==> src/rtl/vmc_pkg.sv <==
// Shared encodings for the virtualization mode control unit.
// Assumes a 3-bit command field; codes not listed here are illegal.
package vmc_pkg;
    localparam logic [2:0] OP_TURN_ON  = 3'd1;
    localparam logic [2:0] OP_TURN_OFF = 3'd2;
    localparam logic [2:0] OP_START    = 3'd3;
    localparam logic [2:0] OP_TO_MON   = 3'd4;
    localparam logic [2:0] OP_CONTINUE = 3'd5;

    typedef enum logic [1:0] {
        XF_IDLE    = 2'd0,
        XF_SAVE    = 2'd1,
        XF_RESTORE = 2'd2
    } xfer_state_e;
endpackage

==> src/rtl/vmc_guest_table.sv <==
// Associative table of started guest record pointers.
// Lookup is combinational; an insert of an already present pointer is a no-op.
// Assumes the caller inserts only when the pointer is present or a slot is free.
module vmc_guest_table #(
    parameter int ADDR_W = 16,
    parameter int SLOTS  = 4
) (
    input  logic              clk,
    input  logic              rst_n,
    input  logic              clear,
    input  logic              ins_en,
    input  logic [ADDR_W-1:0] ins_ptr,
    input  logic [ADDR_W-1:0] look_ptr,
    output logic              look_hit,
    output logic              full
);
    logic [SLOTS-1:0]  valid_q;
    logic [SLOTS-1:0]  look_m;
    logic [SLOTS-1:0]  ins_m;
    logic [SLOTS-1:0]  free_pick;
    logic [ADDR_W-1:0] tag_q [SLOTS];
    logic              ins_hit;

    assign look_hit = |look_m;
    assign ins_hit  = |ins_m;
    assign full     = &valid_q;

    // Pick the lowest-numbered empty slot.
    always_comb begin
        logic found;
        found     = 1'b0;
        free_pick = '0;
        for (int i = 0; i < SLOTS; i++) begin
            if (!valid_q[i] && !found) begin
                free_pick[i] = 1'b1;
                found        = 1'b1;
            end
        end
    end

    for (genvar g = 0; g < SLOTS; g++) begin : g_slot
        assign look_m[g] = valid_q[g] && (tag_q[g] == look_ptr);
        assign ins_m[g]  = valid_q[g] && (tag_q[g] == ins_ptr);

        // Hold one recorded pointer; emptied on clear.
        always_ff @(posedge clk) begin
            if (!rst_n) begin
                valid_q[g] <= 1'b0;
                tag_q[g]   <= '0;
            end else if (clear) begin
                valid_q[g] <= 1'b0;
            end else if (ins_en && !ins_hit && free_pick[g]) begin
                valid_q[g] <= 1'b1;
                tag_q[g]   <= ins_ptr;
            end
        end
    end

    // an insert never arrives when the pointer has no place to go.
    a_r11_slot_avail: assert property (@(posedge clk) disable iff (!rst_n)
        ins_en |-> (ins_hit || !full));
endmodule

==> src/rtl/vmc_xfer_seq.sv <==
// Two-step context transfer sequencer: one save request, then one restore request.
// Each request is held until ready is seen; done pulses on the restore handshake.
module vmc_xfer_seq #(
    parameter int ADDR_W = 16
) (
    input  logic              clk,
    input  logic              rst_n,
    input  logic              start,
    input  logic [ADDR_W-1:0] save_addr,
    input  logic [ADDR_W-1:0] rest_addr,
    input  logic              req_ready,
    output logic              req_valid,
    output logic              req_save,
    output logic [ADDR_W-1:0] req_addr,
    output logic              busy,
    output logic              done
);
    import vmc_pkg::*;

    xfer_state_e       state_q;
    logic [ADDR_W-1:0] save_q;
    logic [ADDR_W-1:0] rest_q;

    assign busy      = (state_q != XF_IDLE);
    assign req_valid = busy;
    assign req_save  = (state_q == XF_SAVE);
    assign req_addr  = (state_q == XF_SAVE) ? save_q : rest_q;
    assign done      = (state_q == XF_RESTORE) && req_ready;

    // Step through save then restore, advancing on each handshake.
    always_ff @(posedge clk) begin
        if (!rst_n) begin
            state_q <= XF_IDLE;
            save_q  <= '0;
            rest_q  <= '0;
        end else begin
            case (state_q)
                XF_IDLE: if (start) begin
                    state_q <= XF_SAVE;
                    save_q  <= save_addr;
                    rest_q  <= rest_addr;
                end
                XF_SAVE:    if (req_ready) state_q <= XF_RESTORE;
                XF_RESTORE: if (req_ready) state_q <= XF_IDLE;
                default:    state_q <= XF_IDLE;
            endcase
        end
    end

    // a waiting request keeps its address and kind.
    a_r8_hold: assert property (@(posedge clk) disable iff (!rst_n)
        (req_valid && !req_ready) |=> (req_valid && $stable(req_addr) && $stable(req_save)));
    // every transfer episode opens with a save.
    a_r8_save_first: assert property (@(posedge clk) disable iff (!rst_n)
        $rose(req_valid) |-> req_save);
endmodule

==> src/rtl/virt_mode_ctrl.sv <==
// Virtualization mode control unit: decodes the five mode commands, checks them
// against the current level, and runs guest switches through the transfer sequencer.
// Assumes the requester holds cmd_valid until it sees busy low.
module virt_mode_ctrl #(
    parameter int ADDR_W      = 16,
    parameter int GUEST_SLOTS = 4
) (
    input  logic              clk,
    input  logic              rst_n,
    input  logic              cmd_valid,
    input  logic [2:0]        cmd_op,
    input  logic [ADDR_W-1:0] cmd_ptr,
    output logic              busy,
    output logic              fault,
    output logic              ext_on,
    output logic              root_mode,
    output logic [ADDR_W-1:0] mon_ptr,
    output logic [ADDR_W-1:0] act_ptr,
    output logic              ctx_req_valid,
    output logic              ctx_req_save,
    output logic [ADDR_W-1:0] ctx_req_addr,
    input  logic              ctx_req_ready
);
    import vmc_pkg::*;

    logic              ext_q, root_q, fault_q;
    logic [ADDR_W-1:0] mon_q, act_q, pend_ptr_q;
    logic              pend_root_q, pend_start_q;
    logic              accept, legal, is_switch, in_root, in_guest, ptr_nz;
    logic              look_hit, tbl_full, xfer_done, seq_busy;
    logic [ADDR_W-1:0] save_addr, rest_addr;

    assign accept   = cmd_valid && !seq_busy;
    assign in_root  = ext_q && root_q;
    assign in_guest = ext_q && !root_q;
    assign ptr_nz   = |cmd_ptr;

    // Decide whether the presented command is allowed in the current level.
    always_comb begin
        legal     = 1'b0;
        is_switch = 1'b0;
        case (cmd_op)
            OP_TURN_ON:  legal = !ext_q && ptr_nz;
            OP_TURN_OFF: legal = in_root;
            OP_START: begin
                legal     = in_root && ptr_nz && (look_hit || !tbl_full);
                is_switch = 1'b1;
            end
            OP_CONTINUE: begin
                legal     = in_root && ptr_nz && look_hit;
                is_switch = 1'b1;
            end
            OP_TO_MON: begin
                legal     = in_guest;
                is_switch = 1'b1;
            end
            default: legal = 1'b0;
        endcase
    end

    assign save_addr = (cmd_op == OP_TO_MON) ? act_q : mon_q;
    assign rest_addr = (cmd_op == OP_TO_MON) ? mon_q : cmd_ptr;

    // Update the level registers on taken commands and on restore completion.
    always_ff @(posedge clk) begin
        if (!rst_n) begin
            ext_q        <= 1'b0;
            root_q       <= 1'b0;
            mon_q        <= '0;
            act_q        <= '0;
            fault_q      <= 1'b0;
            pend_ptr_q   <= '0;
            pend_root_q  <= 1'b0;
            pend_start_q <= 1'b0;
        end else begin
            fault_q <= accept && !legal;
            if (accept && legal) begin
                case (cmd_op)
                    OP_TURN_ON: begin
                        ext_q  <= 1'b1;
                        root_q <= 1'b1;
                        mon_q  <= cmd_ptr;
                        act_q  <= cmd_ptr;
                    end
                    OP_TURN_OFF: begin
                        ext_q  <= 1'b0;
                        root_q <= 1'b0;
                        mon_q  <= '0;
                        act_q  <= '0;
                    end
                    default: begin
                        pend_ptr_q   <= rest_addr;
                        pend_root_q  <= (cmd_op == OP_TO_MON);
                        pend_start_q <= (cmd_op == OP_START);
                    end
                endcase
            end
            if (xfer_done) begin
                root_q <= pend_root_q;
                act_q  <= pend_ptr_q;
            end
        end
    end

    vmc_guest_table #(.ADDR_W(ADDR_W), .SLOTS(GUEST_SLOTS)) u_table (
        .clk      (clk),
        .rst_n    (rst_n),
        .clear    (accept && legal && (cmd_op == OP_TURN_OFF)),
        .ins_en   (xfer_done && pend_start_q),
        .ins_ptr  (pend_ptr_q),
        .look_ptr (cmd_ptr),
        .look_hit (look_hit),
        .full     (tbl_full)
    );

    vmc_xfer_seq #(.ADDR_W(ADDR_W)) u_seq (
        .clk       (clk),
        .rst_n     (rst_n),
        .start     (accept && legal && is_switch),
        .save_addr (save_addr),
        .rest_addr (rest_addr),
        .req_ready (ctx_req_ready),
        .req_valid (ctx_req_valid),
        .req_save  (ctx_req_save),
        .req_addr  (ctx_req_addr),
        .busy      (seq_busy),
        .done      (xfer_done)
    );

    assign busy      = seq_busy;
    assign fault     = fault_q;
    assign ext_on    = ext_q;
    assign root_mode = root_q;
    assign mon_ptr   = mon_q;
    assign act_ptr   = act_q;

    // a refusal leaves the level registers as they were.
    a_r10_fault_no_change: assert property (@(posedge clk) disable iff (!rst_n)
        fault |-> ($stable(ext_on) && $stable(root_mode) && $stable(act_ptr) && $stable(mon_ptr)));
    // with the extension staying on, the mode flips only at the end of a busy switch.
    a_r9_mode_after_restore: assert property (@(posedge clk) disable iff (!rst_n)
        (ext_on && $past(ext_on) && (root_mode != $past(root_mode))) |-> $past(busy));
    // while enabled, both record pointers are non-zero.
    a_r3_ptrs_nonzero: assert property (@(posedge clk) disable iff (!rst_n)
        ext_on |-> ((act_ptr != '0) && (mon_ptr != '0)));
    // normal operation shows root clear and no running record.
    a_r4_normal_clear: assert property (@(posedge clk) disable iff (!rst_n)
        !ext_on |-> (!root_mode && (act_ptr == '0)));
endmodule

==> config.mk <==
export PLATFORM = sky130hd
export DESIGN_NAME = virt_mode_ctrl
export DESIGN_NICKNAME = d
export VERILOG_FILES = /design/src/rtl/vmc_pkg.sv /design/src/rtl/vmc_guest_table.sv /design/src/rtl/vmc_xfer_seq.sv /design/src/rtl/virt_mode_ctrl.sv
export SDC_FILE = /design/constraint.sdc
export NUM_CORES = 1
export LEC_CHECK = 0
export ABC_AREA = 0
export ABC_CLOCK_PERIOD_IN_PS = 6400
export BUFFER_PORTS_ARGS = -buffer_cell sky130_fd_sc_hd__buf_2
export CAP_MARGIN = 5
export CORE_AREA = 2 2 182 184
export CTS_CLUSTER_DIAMETER = 120
export CTS_CLUSTER_SIZE = 40
export DETAILED_ROUTE_END_ITERATION = 10
export DIE_AREA = 0 0 184 186
export PLACE_DENSITY = 0.44
export SYNTH_ARGS = -nofsm -noshare
export SYNTH_HDL_FRONTEND = slang
export SYNTH_SLANG_ARGS = --single-unit
==> constraint.sdc <==
create_clock -name clk -period 6.4 [get_ports clk]
set_input_delay 0.32 -clock clk [delete_from_list [all_inputs] [get_ports clk]]
set_output_delay 0.32 -clock clk [all_outputs]
set_load 0.01 [all_outputs]
## Yosys cells after proc, flatten, opt, wreduce, memory -nomap -nowiden

Memories as Yosys holds them, arrays and structs flattened.
Cells that the tools add are included.
W data, S select, Z words.

| operators by class | value |
|---|---|
| bitwise operators | 6 |
| equal/unequal tests | 18 |
| muxes and demuxes | 42 |
| reduce and logical (&&, ||, !) cells | 58 |

Operator list:

| operator | count |
|---|---|
| $mux W16 | 9 |
| $eq A16 B16 Y1 | 8 |
| $pmux W16 S2 | 1 |
| $logic_and A1 B1 Y1 | 29 |
| $mux W1 | 26 |
| $reduce_or A16 Y1 | 1 |
| $logic_not A1 Y1 | 11 |
| $reduce_and A2 Y1 | 4 |
| $reduce_or A4 Y1 | 2 |
| $eq A3 B2 Y1 const B | 2 |
| $eq A3 B3 Y1 const B | 2 |
| $mux W2 | 3 |
| $pmux W2 S3 | 1 |
| $reduce_bool A2 Y1 | 3 |
| $pmux W1 S5 | 1 |
| $ne A2 B1 Y1 const B | 2 |
| $or A1 B1 Y1 | 4 |
| $reduce_and A4 Y1 | 1 |
| $reduce_or A2 Y1 | 2 |
| $eq A3 B1 Y1 const B | 1 |
| $reduce_and A3 Y1 | 1 |
| $reduce_bool A3 Y1 | 1 |
| $reduce_or A3 Y1 | 1 |
| $eq A2 B1 Y1 const B | 1 |
| other kinds (6) | 7 |

| storage, ports and cells | value |
|---|---|
| RAM bits | 64 |
| logic and storage cells | 140 |
| bits in registers | 91 |
| memories | 1 |
| input port bits | 23 |

Memories:

| memory | words | bits a word | rd ports | clocked after Yosys merged registers in | wr ports | RTL line | RTL |
|---|---|---|---|---|---|---|---|
| u_table.tag_q | 4 | 16 | 4 | 0 | 4 | vmc_guest_table.sv:21 | `logic [ADDR_W-1:0] tag_q [SLOTS];` |

## Logic depth before layout (Yosys ltp)

Gate-level depths: netlist (run 1).

| depth | value |
|---|---|
| word-level depth | 15 |
| gate-level depth with buffers | 12 |
| depth with buffers taken out | 7 |

## Modules after synthesis

Synthesis (run 1) repeated with hierarchy kept, for this count alone.

| second synthesis, totals | value |
|---|---|
| cell total of the unflattened synthesis | 833 |
| area, all modules | 8,690.8 um^2 |

By module, submodules not included:

| module | cells each | sequential area each (um^2) | area each (um^2) | times used |
|---|---|---|---|---|
| vmc_guest_table | 399 | 2,001.9 | 4,398.0 | 1 |
| virt_mode_ctrl | 261 | 1,061.0 | 2,648.8 | 1 |
| vmc_xfer_seq | 173 | 680.7 | 1,644.1 | 1 |

## Worst setup path after synthesis (run 1)

OpenSTA, ideal clock, no wires.

| path | value |
|---|---|
| kind | register -> register |
| from | reg u_seq.state_q[1] |
| to | mem u_table.tag_q[0][0], enable pin |
| stages on the path, launching flop included | 6 |
| period minus slack after synthesis | 3,153 ps |
| data arrival time | 2,718 ps |
| slack | 3,247 ps |
| path buffers | 1 |
| cell sequence | dfxtp_1 nand2_1 nor2_1 clkbuf_1 nand2_1 o41ai_1 |

RTL lines:

| item | RTL line | RTL |
|---|---|---|
| start, declared | vmc_xfer_seq.sv:20 | `xfer_state_e state_q;` |
| start signal, assigned | vmc_xfer_seq.sv:33 | `state_q <= XF_IDLE;` |
| start signal, assigned | vmc_xfer_seq.sv:39 | `state_q <= XF_SAVE;` |
| start signal, assigned | vmc_xfer_seq.sv:43 | `XF_SAVE: if (req_ready) state_q <= XF_RESTORE;` |
| end, declared | vmc_guest_table.sv:21 |  |

==> reports/qor.txt, run 1 <==
reg-to-reg slack, setup = 2.83 ns
Placer Congestion = 0.8233
worst path bufs/invs = 1
FMAX = 280.2 MHz
Clock Sinks = 155
placed wire-length estimate = 17,580 µm
port bufs = 76
CTS tree = done
top sig layer = met4
DP Area = 8506 µm²
die height = 186 µm
r2r endpoint = u_seq.save_q[4]$_SDFFE_PN0P_
Starting Density = 0.2486
Diodes inserted = 0
Final ANT Viol Nets = 0
met2 routed WL = 11,790 µm
DRC = 0
row cnt = 66
H-tree level count = 4
final setup fails = 0
commonest non-fill, non-tap cells in the layout = 106 x xor2_1, 91 x dfxtp_1, 76 x buf_2
fin crit share = 0.5577
R2R depth = 8
RSZ-0062 raised after global routing = no
Worst Setup Start Kind = register
Die Span X = 184 µm
peak supply drop = 0.0001821 V
initial antenna violation count = 0
Core Region = 32,210 µm²
leakage = 3.727 nW
Area growth syn-to-layout = 13.47%
synth unique cells = 51
crit path from = u_table.tag_q[0][16]$_SDFFCE_PN0P_
setup TNS = 0 ns
Worst-path clk slew = 0.07 ns
first-pass GRT wire length = 38,130 µm
First-pass DRT Iterations = 5
outcome = completed
pin count of the biggest net entering global routing = 50
Clock Skew = 0.009946 ns
Main synth FF type = dfxtp_1
DR vias = 5,838
critical path type = register to register
post-layout min period = 3.569 ns
Design Area, Final = 9086 µm²
Hold Violations, Final = 0
Avg WL per Cell = 21.27 µm
Top delay family on crit path = simple AND/OR/NAND/NOR gates
Worst Path Max Fanout = 49
Final Slew Violations = 0
hold_buf cts = 0
met3 wire length = 811 µm
most common cell after layout, fill and taps aside = xor2_1
worst slew pin tran = 1.117 ns
worst-path cell chain = xor2_1 -> nor4_1 -> nand2_1 -> o41ai_1 -> o31a_1 -> buf_4 -> and2_2 -> a211oi_1
Async S/R FF share, synth = 0
Worst Path Required = 6.67 ns
hold slack = 0.1667 ns
CP Capture Type = register
Via density = 4.829
Avg Synthesized Cell Area = 10.51 µm²
CTS resizes = 0
drt first-iter violations = 464
Worst Hold Class = primary input to register
worst reg2reg path startpoint = u_table.tag_q[0][16]$_SDFFCE_PN0P_
reported max-cap violation count = 0
DIE AREA = 34,220 µm²
TritonCTS Buffers = 17
post-layout util = 0.2821
Synth Net Count = 785
detailed-routing wirelength on met1 = 12,600 µm
GR Overflow Total = 0
Clock Latency Late Sink = 0.44 ns
Worst EP arrival = 3.84 ns
Seq/Total Area, Yosys = 0.4675
headroom to the max-slew limit = 0.2551
Post CTS Setup Buffer Count = 0
CTS Buffer Depth = 2
drt total wl = 25,720 µm
Total Routing Usage GR = 0.1520
WHS Endpoint = u_seq.state_q[1]$_SDFFE_PN0P_
pwr/cell area = 249.0 nW/µm²
Post-layout nets = 812
hold_sp = ctx_req_ready
share of cells above drive strength 1 = 0.1561
vias in the first global route = 5,750
num ports = 77
Post-Syn Instances = 762
Slowest cell on crit path = and2_2
flops & latches, synth = 155
Root Buffer = clkbuf_16
worst hold stages = 3
Post-synth EDFFs = 64
CP max stage delay = 0.93 ns
Mapped Area = 8008 µm²
synth warn = 0
state kept, by name, summed over array words and instances, names as in the netlist, 2 cells and up:
signal and flops:
act_ptr 16, mon_ptr 16, pend_ptr_q 16, u_seq.rest_q 16, u_seq.save_q 16, u_seq.state_q 2
u_table.tag_q 64, u_table.valid_q 4
per-layer routing:
metal / vias to the layer above / global-route usage
li1: 2771 / -
met1: 2916 / 0.2118
met3: 27 / 0.02309
met4: 0 / 0.04576
met5: - / 0
met2: 124 / 0.2424
report_power, final:
part	total (mW)	switching (mW)	internal (mW)
logic	0.167	0.109	0.0582
clock network	1.02	0.450	0.570
registers	1.08	0.0261	1.05
total	2.26	0.585	1.68
worst max path at each step:
stage | endpoint | slack [ns] | cells past startpoint
CTS | u_seq.save_q[3]$_SDFFE_PN0P_ | 2.74 | 8
detailed placement | u_seq.save_q[3]$_SDFFE_PN0P_ | 2.58 | 9
finish | u_seq.save_q[4]$_SDFFE_PN0P_ | 2.83 | 8
floorplan | u_table.tag_q[0][0]$_SDFFCE_PN0P_ | 3.25 | 5
global route | u_seq.save_q[8]$_SDFFE_PN0P_ | 2.55 | 8
global placement | u_seq.save_q[2]$_SDFFE_PN0P_ | 2.57 | 9
per-stage QoR:
stage / setup slack, ns / instances / power, mW
CTS: 2.741 / 1209 / 2.280
detailed placement: 2.580 / 1178 / 1.265
global route: 2.549 / 1209 / 2.329
floorplan: 3.247 / 762 / 1.209
finish: 2.831 / 1209 / 2.262
global placement: 2.567 / 1178 / 1.266
tightest hold or removal path, stage by stage:
cell     delay, ns
buf_2         0.11
a21oi_1       0.06
nor2_1        0.07
kinds of logic (layout without fill, tap and decap cells):
| group | after synthesis | count (layout) | synth area share |
|---|---|---|---|
| muxes | 33 | 33 | 0.04125 |
| and+or+nand+nor | 219 | 219 | 0.1528 |
| AOI/OAI and AO/OA | 142 | 142 | 0.1347 |
| xor gates and xnor gates | 130 | 130 | 0.1422 |
| DFF | 155 | 155 | 0.4675 |
| buffers and inverters | 83 | 122 | 0.06156 |
cell type report:
cell class	instances	area, µm²
clock buffer	22	506.7
clock inverter	9	73.82
fill	3448	23120
inverter	7	26.28
multi-input combinational	524	3785
sequential	155	3744
tap	408	510.5
timing repair buffer	84	440.4
cells in the mapped netlist, types with 3 or more instances:
| cell type | number | area, µm² |
|---|---|---|
| xnor2_1 | 24 | 210.2 |
| inv_1 | 6 | 22.52 |
| buf_6 | 14 | 157.7 |
| nand3_1 | 4 | 20.02 |
| mux2i_1 | 33 | 330.3 |
| a221o_1 | 16 | 160.2 |
| nor4_1 | 26 | 162.7 |
| a211oi_1 | 16 | 120.1 |
| clkbuf_1 | 23 | 86.33 |
| o32ai_1 | 3 | 26.28 |
| a21oi_1 | 19 | 95.09 |
| xor2_1 | 106 | 928.4 |
| a22o_1 | 16 | 140.1 |
| nor2_1 | 8 | 30.03 |
| nor3_1 | 10 | 50.05 |
| dfxtp_1 | 91 | 1822 |
| a31oi_1 | 18 | 112.6 |
| and4_1 | 4 | 35.03 |
| buf_2 | 28 | 140.1 |
| buf_4 | 11 | 82.58 |
| and2_1 | 69 | 431.7 |
| o21a_1 | 35 | 262.8 |
| edfxtp_1 | 64 | 1922 |
| nand4_1 | 10 | 62.56 |
| nand2_1 | 59 | 221.5 |
| and3_1 | 16 | 100.1 |
Power figures use the tool's default switching activity.
==> run 2, diff against run 1 <==
--- a/config.mk
+++ b/config.mk
@@ -6,7 +6,7 @@
 export NUM_CORES = 1
 export LEC_CHECK = 0
 export ABC_AREA = 0
-export ABC_CLOCK_PERIOD_IN_PS = 6400
+export ABC_CLOCK_PERIOD_IN_PS = 3150
 export BUFFER_PORTS_ARGS = -buffer_cell sky130_fd_sc_hd__buf_2
 export CAP_MARGIN = 5
 export CORE_AREA = 2 2 182 184
@@ -14,7 +14,7 @@
 export CTS_CLUSTER_SIZE = 40
 export DETAILED_ROUTE_END_ITERATION = 10
 export DIE_AREA = 0 0 184 186
-export PLACE_DENSITY = 0.44
+export PLACE_DENSITY = 0.45
 export SYNTH_ARGS = -nofsm -noshare
 export SYNTH_HDL_FRONTEND = slang
 export SYNTH_SLANG_ARGS = --single-unit
==> constraint.sdc (replaced) <==
create_clock -name clk -period 3.15 [get_ports clk]
set_input_delay 0.1575 -clock clk [delete_from_list [all_inputs] [get_ports clk]]
set_output_delay 0.1575 -clock clk [all_outputs]
set_load 0.01 [all_outputs]
==> run 2 against run 1 <==
  * Global-route usage up 0.76 points
  * Fmax up 22%
  * Via count up 2.6%
  * Worst hold slack worse by 0.091 ns
  * Count of clock-buffer cells in the layout unchanged
  * Combinational power up 130%
  * Final area up 4.6%
==> reports/qor.txt, run 2 (synthesis results as in run 1) <==
pwr/cell area = 491.0 nW/µm² (+97%)
Largest Register = u_table.tag_q
Placer Congestion = 0.8435 (+2.5%)
Avg WL per Cell = 21.65 µm (+1.8%)
drt first-iter violations = 390 (-16%)
reg-to-reg slack, setup = 0.22 ns (-2.61 ns)
multi-input logic area = 3801 µm² (+0.43%)
first-pass GRT wire length = 39,490 µm (+3.6%)
RSZ-0062 raised after global routing = no
Clock Latency Late Sink = 0.43 ns (about the same)
headroom to the max-slew limit = 0.2179 (-0.03720)
share of cells above drive strength 1 = 0.1909 (+0.03482)
worst-path cell chain = xor2_1 -> nor3_1 -> nand4_1 -> o32ai_1 -> nor3_2 -> and2_1 -> a21o_1
Area growth syn-to-layout = 18.72%
Via density = 4.828 (about the same)
initial antenna violation count = 0 (unchanged)
top sig layer = met4
Post CTS Setup Buffer Count = 0 (unchanged)
Core Region = 32,210 µm² (unchanged)
reported max-cap violation count = 0 (unchanged)
row cnt = 66 (unchanged)
r2r endpoint = u_table.tag_q[1][11]$_SDFFCE_PN0P_
Overall Power = 4.667 mW (+110%)
fin crit share = 0.9290 (+0.3713)
pin count of the biggest net entering global routing = 39 (-22%)
Worst Setup Start Kind = register
final setup fails = 0 (unchanged)
Final ANT Viol Nets = 0 (unchanged)
die height = 186 µm (unchanged)
DR vias = 5,991 (+2.6%)
critical path type = register to register
TritonCTS Buffers = 17 (unchanged)
met2 routed WL = 12,080 µm (+2.5%)
Diodes inserted = 0 (unchanged)
CTS tree = done
CP max stage delay = 0.67 ns (-0.26 ns)
placed wire-length estimate = 18,350 µm (+4.4%)
DRC = 0 (unchanged)
DIE AREA = 34,220 µm² (unchanged)
Worst Path Required = 3.24 ns (-3.43 ns)
Total Routing Usage GR = 0.1596 (+0.007610)
worst hold stages = 3 (unchanged)
max reg flops = 64 (unchanged)
Worst-path clk slew = 0.07 ns (about the same)
Starting Density = 0.2486 (unchanged)
most common cell after layout, fill and taps aside = xor2_1
Worst Path Max Fanout = 16 (-67%)
vias in the first global route = 5,787 (+0.64%)
hold_sp = cmd_valid
Root Buffer = clkbuf_16
worst reg2reg path startpoint = pend_ptr_q[0]$_SDFFE_PN0P_
detailed-routing wirelength on met1 = 13,260 µm (+5.2%)
R2R depth = 7 (-1)
GR Overflow Total = 0 (unchanged)
port bufs = 76 (unchanged)
Hold Violations, Final = 0 (unchanged)
Post-layout nets = 843 (+3.8%)
post-layout util = 0.2952 (+0.01305)
First-pass DRT Iterations = 5 (unchanged)
Worst EP arrival = 3.02 ns (-0.82 ns)
Clock Sinks = 155 (unchanged)
peak supply drop = 0.0003682 V (+100%)
setup TNS = 0 ns (unchanged)
met3 wire length = 1023 µm (+26%)
H-tree level count = 4 (unchanged)
Slowest cell on crit path = dfxtp_1
leakage = 3.928 nW (+5.4%)
CTS Buffer Depth = 2 (unchanged)
hold slack = 0.07567 ns (-0.09102 ns)
Final Slew Violations = 0 (unchanged)
post-layout min period = 2.926 ns (-0.6431 ns)
FMAX = 341.7 MHz (+22%)
Clock Skew = 0.01883 ns (+0.008883 ns)
outcome = completed
Worst Hold Class = primary input to register
commonest non-fill, non-tap cells in the layout = 106 x xor2_1, 88 x dfxtp_1, 76 x buf_2
worst slew pin tran = 1.169 ns (+0.05180 ns)
drt total wl = 26,870 µm (+4.5%)
fillers = 3,373 (-2.2%)
Die Span X = 184 µm (unchanged)
WHS Endpoint = fault$_SDFF_PN0_
num ports = 77 (unchanged)
Seq. cell area = 3747 µm² (+0.10%)
CP Capture Type = register
==> run 2: changes by cell type in the layout (fill, tap and decap cells not counted), moves of 2 or more <==
| cell | before | now |
|---|---|---|
| clkinvlp_4 | 0 | 2 |
| buf_12 | 0 | 11 |
| inv_4 | 3 | 0 |
| dfxtp_2 | 0 | 3 |
| buf_4 | 8 | 27 |
| dfxtp_1 | 91 | 88 |
==> run 2: metal layers <==
| metal | global-route usage | vias up |
|---|---|---|
| li1 | - | 2824 |
| met1 | 0.2252 | 2998 |
| met2 | 0.2483 | 142 |
| met3 | 0.02778 | 27 |
| met4 | 0.04800 | 0 |
| met5 | 0 | - |
==> run 2: worst max path at each step <==
stage	cells past startpoint	from	endpoint	slack [ns]
after floorplan	7	u_seq.state_q[1]$_SDFFE_PN0P_	u_table.tag_q[1][16]$_SDFFCE_PN0P_	0.05
after global placement	7	pend_ptr_q[5]$_SDFFE_PN0P_	u_table.tag_q[1][3]$_SDFFCE_PN0P_	0.09
after detailed placement	7	pend_ptr_q[5]$_SDFFE_PN0P_	u_table.tag_q[1][3]$_SDFFCE_PN0P_	0.06
after CTS	7	pend_ptr_q[5]$_SDFFE_PN0P_	u_table.tag_q[1][11]$_SDFFCE_PN0P_	0.04
after global routing	7	pend_ptr_q[0]$_SDFFE_PN0P_	u_table.tag_q[1][11]$_SDFFCE_PN0P_	0.01
final	7	pend_ptr_q[0]$_SDFFE_PN0P_	u_table.tag_q[1][11]$_SDFFCE_PN0P_	0.22
==> run 2: per-stage QoR <==
| stage | setup slack [ns] | cells | instance area [µm²] |
|---|---|---|---|
| final | 0.2237 | 1241 | 9507 |
| after global routing | 0.01046 | 1241 | 9507 |
| after CTS | 0.04297 | 1241 | 9498 |
| after detailed placement | 0.05869 | 1208 | 8880 |
| after global placement | 0.08850 | 1208 | 8880 |
| after floorplan | 0.05373 | 762 | 8015 |
==> run 2: cell type report <==
type,count,share of cell area
Clock buffer,22,0.05330
Clock inverter,10,0.01066
Inverter,7,0.002764
Multi-Input combinational cell,524,0.3998
Sequential cell,155,0.3942
Tap cell,408,0.05370
Timing Repair Buffer,115,0.08555
==> run 2: worst max-delay path: cells and delay by family, from the launching register on <==
family,cells,cell delay [ns]
flops,1,0.67
simple gates,4,0.83
xor+xnor,1,0.13
compound gates,2,0.95
==> run 2: repair_timing <==
action / 4_1_cts / 5_1_grt
endpoints found under the hold margin: 1 / 0
endpoints found under the setup margin: 0 / 80
gates resized for setup: 0 / 4
hold buffers: 1 / 0
==> run 2: where the power goes <==
group / switching, mW / internal, mW
sequential: 0.0426 / 2.13
combinational: 0.240 / 0.137
clock: 0.882 / 1.24
total: 1.16 / 3.50
